<file path="src/rtl/aux_retry_pkg.sv">
package aux_retry_pkg;
  typedef enum logic [2:0] {
    ST_OK        = 3'd0,
    ST_NACK      = 3'd1,
    ST_SHORT     = 3'd2,
    ST_INVALID   = 3'd3,
    ST_EXHAUSTED = 3'd4,
    ST_XFER_ERR  = 3'd5
  } status_e;

  typedef enum logic [1:0] {
    ACT_FINISH = 2'd0,
    ACT_RETRY  = 2'd1,
    ACT_WAIT   = 2'd2
  } act_e;

  typedef enum logic [1:0] {
    WSEL_NATIVE     = 2'd0,
    WSEL_I2C_NATIVE = 2'd1,
    WSEL_I2C        = 2'd2
  } wsel_e;

  localparam logic [1:0] CODE_ACK   = 2'b00;
  localparam logic [1:0] CODE_NACK  = 2'b01;
  localparam logic [1:0] CODE_DEFER = 2'b10;

  localparam logic [1:0] XERR_NONE = 2'b00;
  localparam logic [1:0] XERR_BUSY = 2'b01;
endpackage

</file>
<file path="src/rtl/aux_reply_decode.sv">
module aux_reply_decode
  import aux_retry_pkg::*;
#(
  parameter int SIZE_W = 5
) (
  input  logic              i2c_mode_i,
  input  logic [1:0]        xfer_err_i,
  input  logic [3:0]        reply_i,
  input  logic [SIZE_W-1:0] count_i,
  input  logic [SIZE_W-1:0] size_i,
  output act_e              act_o,
  output status_e           status_o,
  output wsel_e             wsel_o
);
  logic [1:0] nat_code, i2c_code;
  logic       short_cnt;

  assign nat_code  = reply_i[1:0];
  assign i2c_code  = reply_i[3:2];
  assign short_cnt = count_i < size_i;

  always_comb begin
    act_o    = ACT_FINISH;
    status_o = ST_OK;
    wsel_o   = WSEL_NATIVE;
    if (xfer_err_i == XERR_BUSY) begin
      act_o = ACT_RETRY;
    end else if (xfer_err_i != XERR_NONE) begin
      status_o = ST_XFER_ERR;
    end else begin
      unique case (nat_code)
        CODE_NACK:  status_o = ST_NACK;
        CODE_DEFER: begin
          act_o  = ACT_WAIT;
          wsel_o = i2c_mode_i ? WSEL_I2C_NATIVE : WSEL_NATIVE;
        end
        CODE_ACK: begin
          if (!i2c_mode_i) begin
            status_o = short_cnt ? ST_SHORT : ST_OK;
          end else begin
            unique case (i2c_code)
              CODE_ACK:   status_o = short_cnt ? ST_SHORT : ST_OK;
              CODE_NACK:  status_o = ST_NACK;
              CODE_DEFER: begin
                act_o  = ACT_WAIT;
                wsel_o = WSEL_I2C;
              end
              default:    status_o = ST_INVALID;
            endcase
          end
        end
        default: status_o = ST_INVALID;
      endcase
    end
  end
endmodule

</file>
<file path="src/rtl/aux_defer_timer.sv">
module aux_defer_timer
  import aux_retry_pkg::*;
#(
  parameter int NAT_US     = 400,
  parameter int I2C_NAT_US = 500,
  parameter int I2C_US     = 400
) (
  input  logic  clk_i,
  input  logic  rst_ni,
  input  logic  load_i,
  input  wsel_e sel_i,
  input  logic  tick_i,
  output logic  running_o,
  output logic  expire_o
);
  localparam int MAX_A  = (NAT_US > I2C_NAT_US) ? NAT_US : I2C_NAT_US;
  localparam int MAX_US = (MAX_A > I2C_US) ? MAX_A : I2C_US;
  localparam int CNT_W  = $clog2(MAX_US + 1);

  logic [CNT_W-1:0] cnt_q, len;

  always_comb begin
    unique case (sel_i)
      WSEL_I2C_NATIVE: len = CNT_W'(I2C_NAT_US);
      WSEL_I2C:        len = CNT_W'(I2C_US);
      default:         len = CNT_W'(NAT_US);
    endcase
  end

  assign running_o = cnt_q != '0;
  assign expire_o  = running_o && tick_i && (cnt_q == CNT_W'(1));

  always_ff @(posedge clk_i or negedge rst_ni) begin
    if (!rst_ni)                 cnt_q <= '0;
    else if (load_i)             cnt_q <= len;
    else if (running_o && tick_i) cnt_q <= cnt_q - 1'b1;
  end
endmodule

</file>
<file path="src/rtl/aux_attempt_ctr.sv">
module aux_attempt_ctr #(
  parameter int MAX_TRIES = 7
) (
  input  logic clk_i,
  input  logic rst_ni,
  input  logic clr_i,
  input  logic inc_i,
  output logic last_o
);
  localparam int CW = $clog2(MAX_TRIES + 1);

  logic [CW-1:0] cnt_q;

  assign last_o = cnt_q >= CW'(MAX_TRIES);

  always_ff @(posedge clk_i or negedge rst_ni) begin
    if (!rst_ni)     cnt_q <= '0;
    else if (clr_i)  cnt_q <= '0;
    else if (inc_i)  cnt_q <= cnt_q + 1'b1;
  end
endmodule

</file>
<file path="src/rtl/aux_retry_ctrl.sv">
module aux_retry_ctrl
  import aux_retry_pkg::*;
#(
  parameter int SIZE_W     = 5,
  parameter int MAX_TRIES  = 7,
  parameter int NAT_US     = 400,
  parameter int I2C_NAT_US = 500,
  parameter int I2C_US     = 400
) (
  input  logic              clk_i,
  input  logic              rst_ni,
  input  logic              start_i,
  input  logic              i2c_mode_i,
  input  logic [SIZE_W-1:0] req_size_i,
  input  logic              tick_us_i,
  output logic              xfer_req_o,
  input  logic              xfer_done_i,
  input  logic [1:0]        xfer_err_i,
  input  logic [3:0]        reply_i,
  input  logic [SIZE_W-1:0] count_i,
  output logic              done_o,
  output logic [2:0]        status_o,
  output logic [SIZE_W-1:0] count_o
);
  typedef enum logic [1:0] {S_IDLE, S_ISSUE, S_RESP, S_WAIT} state_e;

  state_e            state_q;
  logic              mode_q;
  logic [SIZE_W-1:0] size_q;
  logic              done_q;
  status_e           status_q;
  logic [SIZE_W-1:0] count_q;

  act_e    dec_act;
  status_e dec_status;
  wsel_e   dec_wsel;
  logic    last_try, wait_run, wait_exp, wait_load, active;

  aux_reply_decode #(.SIZE_W(SIZE_W)) u_dec (
    .i2c_mode_i (mode_q),
    .xfer_err_i (xfer_err_i),
    .reply_i    (reply_i),
    .count_i    (count_i),
    .size_i     (size_q),
    .act_o      (dec_act),
    .status_o   (dec_status),
    .wsel_o     (dec_wsel)
  );

  aux_attempt_ctr #(.MAX_TRIES(MAX_TRIES)) u_try (
    .clk_i  (clk_i),
    .rst_ni (rst_ni),
    .clr_i  (state_q == S_IDLE),
    .inc_i  (state_q == S_ISSUE),
    .last_o (last_try)
  );

  assign wait_load = (state_q == S_RESP) && xfer_done_i &&
                     (dec_act == ACT_WAIT) && !last_try;

  aux_defer_timer #(
    .NAT_US(NAT_US), .I2C_NAT_US(I2C_NAT_US), .I2C_US(I2C_US)
  ) u_tmr (
    .clk_i     (clk_i),
    .rst_ni    (rst_ni),
    .load_i    (wait_load),
    .sel_i     (dec_wsel),
    .tick_i    (tick_us_i),
    .running_o (wait_run),
    .expire_o  (wait_exp)
  );

  assign active     = state_q != S_IDLE;
  assign xfer_req_o = state_q == S_ISSUE;
  assign done_o     = done_q;
  assign status_o   = status_q;
  assign count_o    = count_q;

  always_ff @(posedge clk_i or negedge rst_ni) begin
    if (!rst_ni) begin
      state_q  <= S_IDLE;
      mode_q   <= 1'b0;
      size_q   <= '0;
      done_q   <= 1'b0;
      status_q <= ST_OK;
      count_q  <= '0;
    end else begin
      done_q <= 1'b0;
      unique case (state_q)
        S_IDLE: if (start_i) begin
          mode_q  <= i2c_mode_i;
          size_q  <= req_size_i;
          state_q <= S_ISSUE;
        end
        S_ISSUE: state_q <= S_RESP;
        S_RESP: if (xfer_done_i) begin
          if (dec_act == ACT_FINISH) begin
            done_q   <= 1'b1;
            status_q <= dec_status;
            count_q  <= (dec_status == ST_OK) ? count_i : '0;
            state_q  <= S_IDLE;
          end else if (last_try) begin
            done_q   <= 1'b1;
            status_q <= ST_EXHAUSTED;
            count_q  <= '0;
            state_q  <= S_IDLE;
          end else begin
            state_q <= (dec_act == ACT_WAIT) ? S_WAIT : S_ISSUE;
          end
        end
        S_WAIT: if (wait_exp) state_q <= S_ISSUE;
        default: state_q <= S_IDLE;
      endcase
    end
  end
endmodule


</file>
<file path="config.mk">
export PLATFORM = sky130hd
export DESIGN_NAME = aux_retry_ctrl
export DESIGN_NICKNAME = d
export VERILOG_FILES = /design/src/rtl/aux_retry_pkg.sv /design/src/rtl/aux_reply_decode.sv /design/src/rtl/aux_defer_timer.sv /design/src/rtl/aux_attempt_ctr.sv /design/src/rtl/aux_retry_ctrl.sv
export SDC_FILE = /design/constraint.sdc
export NUM_CORES = 1
export LEC_CHECK = 0
export CAP_MARGIN = 20
export CORE_UTILIZATION = 56
export DETAILED_ROUTE_END_ITERATION = 8
export PLACE_DENSITY_LB_ADDON = 0.3
export SLEW_MARGIN = 20
export SYNTH_ARGS = -nofsm -noshare
export SYNTH_HDL_FRONTEND = slang
export SYNTH_SLANG_ARGS = --single-unit
</file>
<file path="constraint.sdc">
create_clock -name clk_i -period 4.1 [get_ports clk_i]
set_input_delay 0.82 -clock clk_i [delete_from_list [all_inputs] [get_ports clk_i]]
set_output_delay 0.82 -clock clk_i [all_outputs]
set_load 0.02 [all_outputs]
</file>
# Yosys cells after proc, flatten, opt, wreduce, memory -nomap -nowiden

Cells that the tools add are included.

Word-level logic and storage cells: 81
Output and inout bits: 10
Input port bits: 22
Register bits: 29

$add $sub $neg: 2
$lt $le $gt $ge: 2
Equal/unequal tests: 14
Reduce and logical (&&, ||, !) cells: 19
Muxes and demuxes: 36

Operators with widths:

| kind                                                     | count |
|---|---|
| 2-to-1 mux 2 bit                                         | 13 |
| 2-to-1 mux 3 bit                                         | 7 |
| 2-to-1 mux 9 bit                                         | 2 |
| one-hot mux 3 bit (3 select lines)                       | 2 |
| 2-to-1 mux 5 bit                                         | 3 |
| == test 2 x 1 -> 1 bit, second input constant            | 5 |
| == test 2 bit, second input constant                     | 5 |
| == test 9 x 1 -> 1 bit, second input constant            | 1 |
| nonzero test 9 bit                                       | 1 |
| subtractor 9 x 1 -> 9 bit, second input constant         | 1 |
| logical NOT 2 bit                                        | 4 |
| one-hot mux 2 bit (2 select lines)                       | 2 |
| one-hot mux 2 bit (4 select lines)                       | 1 |
| nonzero test 2 bit                                       | 4 |
| 2-to-1 mux 7 bit                                         | 1 |
| AND reduction 3 bit                                      | 2 |
| logical AND 1 bit                                        | 5 |
| < comparator 5 bit                                       | 1 |
| 2-to-1 mux 1 bit                                         | 5 |
| != test 2 bit, second input constant                     | 2 |
| adder 3 x 1 -> 3 bit, second input constant              | 1 |
| greater-or-equal comparator 3 bit, second input constant | 1 |
| logical NOT 3 bit                                        | 1 |
| != test 2 x 1 -> 1 bit, second input constant            | 1 |
| other kinds (2)                                          | 2 |

# Logic depth before layout (Yosys ltp)

Depth after elaboration: 12
Mapped depth: 7
Mapped depth without buffers: 6

# By module

A second synthesis with hierarchy kept.

Cell total of the unflattened synthesis: 173
Area, all modules: 1,798.0 µm²

Modules (own cells, without submodules):

| module           | area an instance (µm²) | seq. area each (µm²) | instances | cells each |
|---|---|---|---|---|
| aux_retry_ctrl   | 794.5                  | 425.4                | 1         | 64 |
| aux_defer_timer  | 614.3                  | 225.2                | 1         | 62 |
| aux_reply_decode | 240.2                  | 0.0                  | 1         | 35 |
| aux_attempt_ctr  | 148.9                  | 75.1                 | 1         | 12 |

# Worst setup path after synthesis

OpenSTA, ideal clock, no wires.

Kind: input to register
From: input port reply_i[2]
To: register status_q[1], in the netlist status_o[1]
Library setup time: 67 ps
Buffers on the path: 1
Cell stages on the path: 7
Data required time: 4,033 ps
Setup slack: 2,003 ps
Arrival time: 2,030 ps
Cells stage by stage: inv_1 -> ha_1 -> a211oi_2 -> or3_1 -> buf_2 -> nor4b_2 -> a22o_1

Cells in the longest elaborated chain, start to end: 9
Elaborated cells on any way between the ends: 17
Classes of those cells: eq/ne (2); mux (11); reduce/logical (4)

RTL lines:

| what                                 | line                   | text |
|---|---|---|
| start, declared                      | aux_retry_ctrl.sv:19   | `input logic [3:0] reply_i,` |
| == test 2 bit                        | aux_reply_decode.sv:41 | `unique case (i2c_code)` |
| 2-to-1 mux 2 bit                     | aux_reply_decode.sv:41 |  |
| 2-to-1 mux 2 bit                     | aux_reply_decode.sv:38 | `if (!i2c_mode_i) begin` |
| one-hot mux 2 bit (2 select lines)   | aux_reply_decode.sv:31 | `unique case (nat_code)` |
| 2-to-1 mux 2 bit                     | aux_reply_decode.sv:28 | `end else if (xfer_err_i != XERR_NONE) begin` |
| 2-to-1 mux 2 bit                     | aux_reply_decode.sv:26 | `if (xfer_err_i == XERR_BUSY) begin` |
| logical NOT 2 bit                    | aux_retry_ctrl.sv:97   | `if (dec_act == ACT_FINISH) begin` |
| nonzero test 2 bit (no source line)  | --                     |  |
| AND reduction 3 bit (no source line) | --                     |  |
| end signal, assigned                 | aux_retry_ctrl.sv:99   | `status_q <= dec_status;` |
| end, declared                        | aux_retry_ctrl.sv:31   | `status_e status_q;` |

Parallel ways exist; a longest one is shown, timed or not.
A chain may end at the register's enable or synchronous reset.

# Worst setup path after layout

From: register state_q[1]
To: output port xfer_req_o

Cells in the longest elaborated chain, start to end: 1

RTL lines:

| what                   | line                  | text |
|---|---|---|
| start, declared        | aux_retry_ctrl.sv:27  | `state_e state_q;` |
| start signal, assigned | aux_retry_ctrl.sv:108 | `state_q <= (dec_act == ACT_WAIT) ? S_WAIT : S_ISSUE;` |
| == test 2 x 1 -> 1 bit | aux_retry_ctrl.sv:74  | `assign xfer_req_o = state_q == S_ISSUE;` |
| end, declared          | aux_retry_ctrl.sv:16  | `output logic xfer_req_o,` |

No other way between the ends.

==> results.json <==
{
  "drtIter0Drc": 42,
  "diodes": 0,
  "drc": 0,
  "cts_hold_buf": 0,
  "grt_util_met3_pct": 6.15,
  "worst_pin_slew_ns": 0.577,
  "grt_pass1_vias": 1452,
  "crit_type": "reg2out",
  "rr_worst_depth": 6,
  "stdcell_count": 248,
  "hold_class": "reg2reg",
  "dp.cells": 240,
  "gp_congestion": 0.826,
  "ant_nets": 0,
  "setup_ws_ns": 1.40,
  "finClkSkew_ns": 0.00419,
  "synth_area_um2": 1810,
  "io_buffers": 31,
  "start_util_pct": 59.1,
  "fp.dieH_um": 58.8,
  "cts_setup_buffers": 0,
  "maxCapViolCount": 0,
  "grt_use_met2_pct": 44.3,
  "grt-ovfl-total": 0,
  "synth_nets": 207,
  "cts_sinks": 29,
  "netlist_instances": 169,
  "wl_per_cell_um": 14.9,
  "crit_start": "state_q[1]",
  "clock_latency_ns": 0.33,
  "place_ws_ns": 1.27,
  "yosysSeqAreaShare_pct": 40.2,
  "synth_top_flop_cell": "dfrtp_1",
  "start_kind": "flip-flop",
  "clk_pin_slew_ns": 0.09,
  "cts-resized-gates": 0,
  "slew_headroom_pct": 61.3,
  "rsz0062_at_grt": "false",
  "whs_ns": 0.490,
  "die_area_um2": 3460,
  "nNetsFinal": 241,
  "via_per_inst": 5.63,
  "wirelength_mm": 3.70,
  "r2r_end": "state_q[0]",
  "synth_cell_types": 45,
  "synth-seq-cells": 29,
  "grt_max_degree": 30,
  "yosys_warnings": 0,
  "fin_tns_setup_ns": 0,
  "final_util_pct": 72.2,
  "timing.fmax_mhz": 371,
  "clockRootBuffer": "clkbuf_4",
  "core-area_um2": 3050,
  "holdPathEnd": "count_o[1]",
  "antenna_found_initial": 0,
  "hold_viol": 0,
  "gr-max-usage-layer": "met2",
  "fin_crit_sh_pct": 65.8,
  "worstReg2RegStart": "u_tmr.cnt_q[0]",
  "syn2layout_area_growth_pct": 22.0,
  "fp.dieW_um": 58.8,
  "ioPinCount": 32,
  "power.density_nw_per_um2": 553,
  "crit_path_end_kind": "output port",
  "placementRows": 20,
  "clockBufferDepth": 2,
  "drive_gt1_share_pct": 13.7,
  "synth_edf_count": 0,
  "hold_start": "count_o[1]",
  "drt_pass1_iterations": 4,
  "cts-htree-levels": 2,
  "mostFrequentLayoutCells": "clkdlybuf4s50_1, dfrtp_1, ha_1, inv_1, nand2_1",
  "ir_worst_vdd_uv": 337,
  "crit_fanout": 6,
  "layout_commonest_cell": "clkdlybuf4s50_1",
  "cts_tree": "done",
  "leakage_nw": 0.977,
  "setup_viol": 0,
  "finalMaxSlewViolations": 0,
  "worstPathRequired_ns": 3.28,
  "r2r_slack_ns": 2.00,
  "vias": 1396,
  "finalCriticalPeriod_ns": 2.70,
  "grt_pass1_wl_mm": 6.28,
  "postSynth.asyncResetShare_pct": 100,
  "grtUsageTotal_pct": 24.5,
  "outcome": "complete, no violations",
  "use_met1_pct": 26.7,
  "holdPathStages": 2,
  "hpwl_mm": 2.96,
  "numCtsBuffers": 5,
  "avgSynthCellArea_um2": 10.7,
  "arrival_ns": 1.88
}
## worst max path at each step
| stage | end | depth (start not counted) |
|---|---|---|
| floorplan | status_o[1] | 7 |
| global placement | status_o[1] | 7 |
| detailed placement | status_o[1] | 7 |
| CTS | xfer_req_o | 3 |
| global route | xfer_req_o | 3 |
| finish | xfer_req_o | 3 |
## report_power, final
part | total (mW) | switching [mW] | internal [mW]
logic | 0.541 | 0.267 | 0.274
clock network | 0.161 | 0.0956 | 0.0651
registers | 0.518 | 0.115 | 0.402
total | 1.22 | 0.478 | 0.741
## Yosys cell counts, types with 2 or more instances
cell       n  area, um2
dfrtp_1   29        726
ha_1      16        200
inv_1     15       56.3
nand2_1   12       45.0
nor2_1    10       37.5
mux2_2     7       78.8
nand4_1    7       43.8
o21ai_1    6       30.0
o22a_1     6       52.6
a21oi_1    4       20.0
mux2i_1    4       40.0
nand2b_1   4       25.0
a31oi_1    3       18.8
buf_2      3       15.0
xnor2_1    3       26.3
xor2_1     3       26.3
a211oi_1   2       15.0
a211oi_2   2       25.0
nor2b_1    2       12.5
nor3_1     2       10.0
nor3b_1    2       15.0
nor4_4     2       42.5
nor4b_1    2       17.5
o211ai_1   2       15.0
## metal layers
layer	up-vias	wire length, um	share of wire [%]
met2	26	1870	51
met1	679	1640	44
met5	-	0	0
met3	10	123	3.3
li1	681	-	-
met4	0	65	1.8
## final cells by class
cell class / instances / area (um2)
clock buffers: 6 / 41.3
fillers: 255 / 850
flip-flops and latches: 29 / 726
inverters: 15 / 56.3
clock inverters: 2 / 10.0
well taps: 44 / 55.1
multi-input cells: 120 / 997
repair buffers: 32 / 318
## critical path, cell delays in order (launching register included)
cell             delay [ns]
dfrtp_1                0.42
inv_1                  0.12
ha_1                   0.35
clkdlybuf4s50_1        0.67
## sequential cells by signal (all words and copies together), names as in the netlist
name,cells
mode_q,1
state_q,2
u_tmr.cnt_q,9
u_try.cnt_q,3
done_o,1
size_q,5
count_o,5
status_o,3
## through the flow
stage | cell area (um2) | power, mW
floorplan | 1810 | 0.882
global placement | 2150 | 1.02
detailed placement | 2150 | 1.06
CTS | 2200 | 1.23
global route | 2200 | 1.31
finish | 2200 | 1.22
## cell families (layout without fill, tap and decap cells)
kind of cell    Yosys count  in the layout  share of synthesized area, %
compound gates           33             33                          15.2
xor+xnor                  6              6                          2.91
fa+ha+maj                16             16                          11.1
buf+inv                  20             55                          4.57
flops                    29             29                          40.2
mux                      11             11                          6.58
simple gates             54             54                          19.5
(Power assumes the default switching activity.)
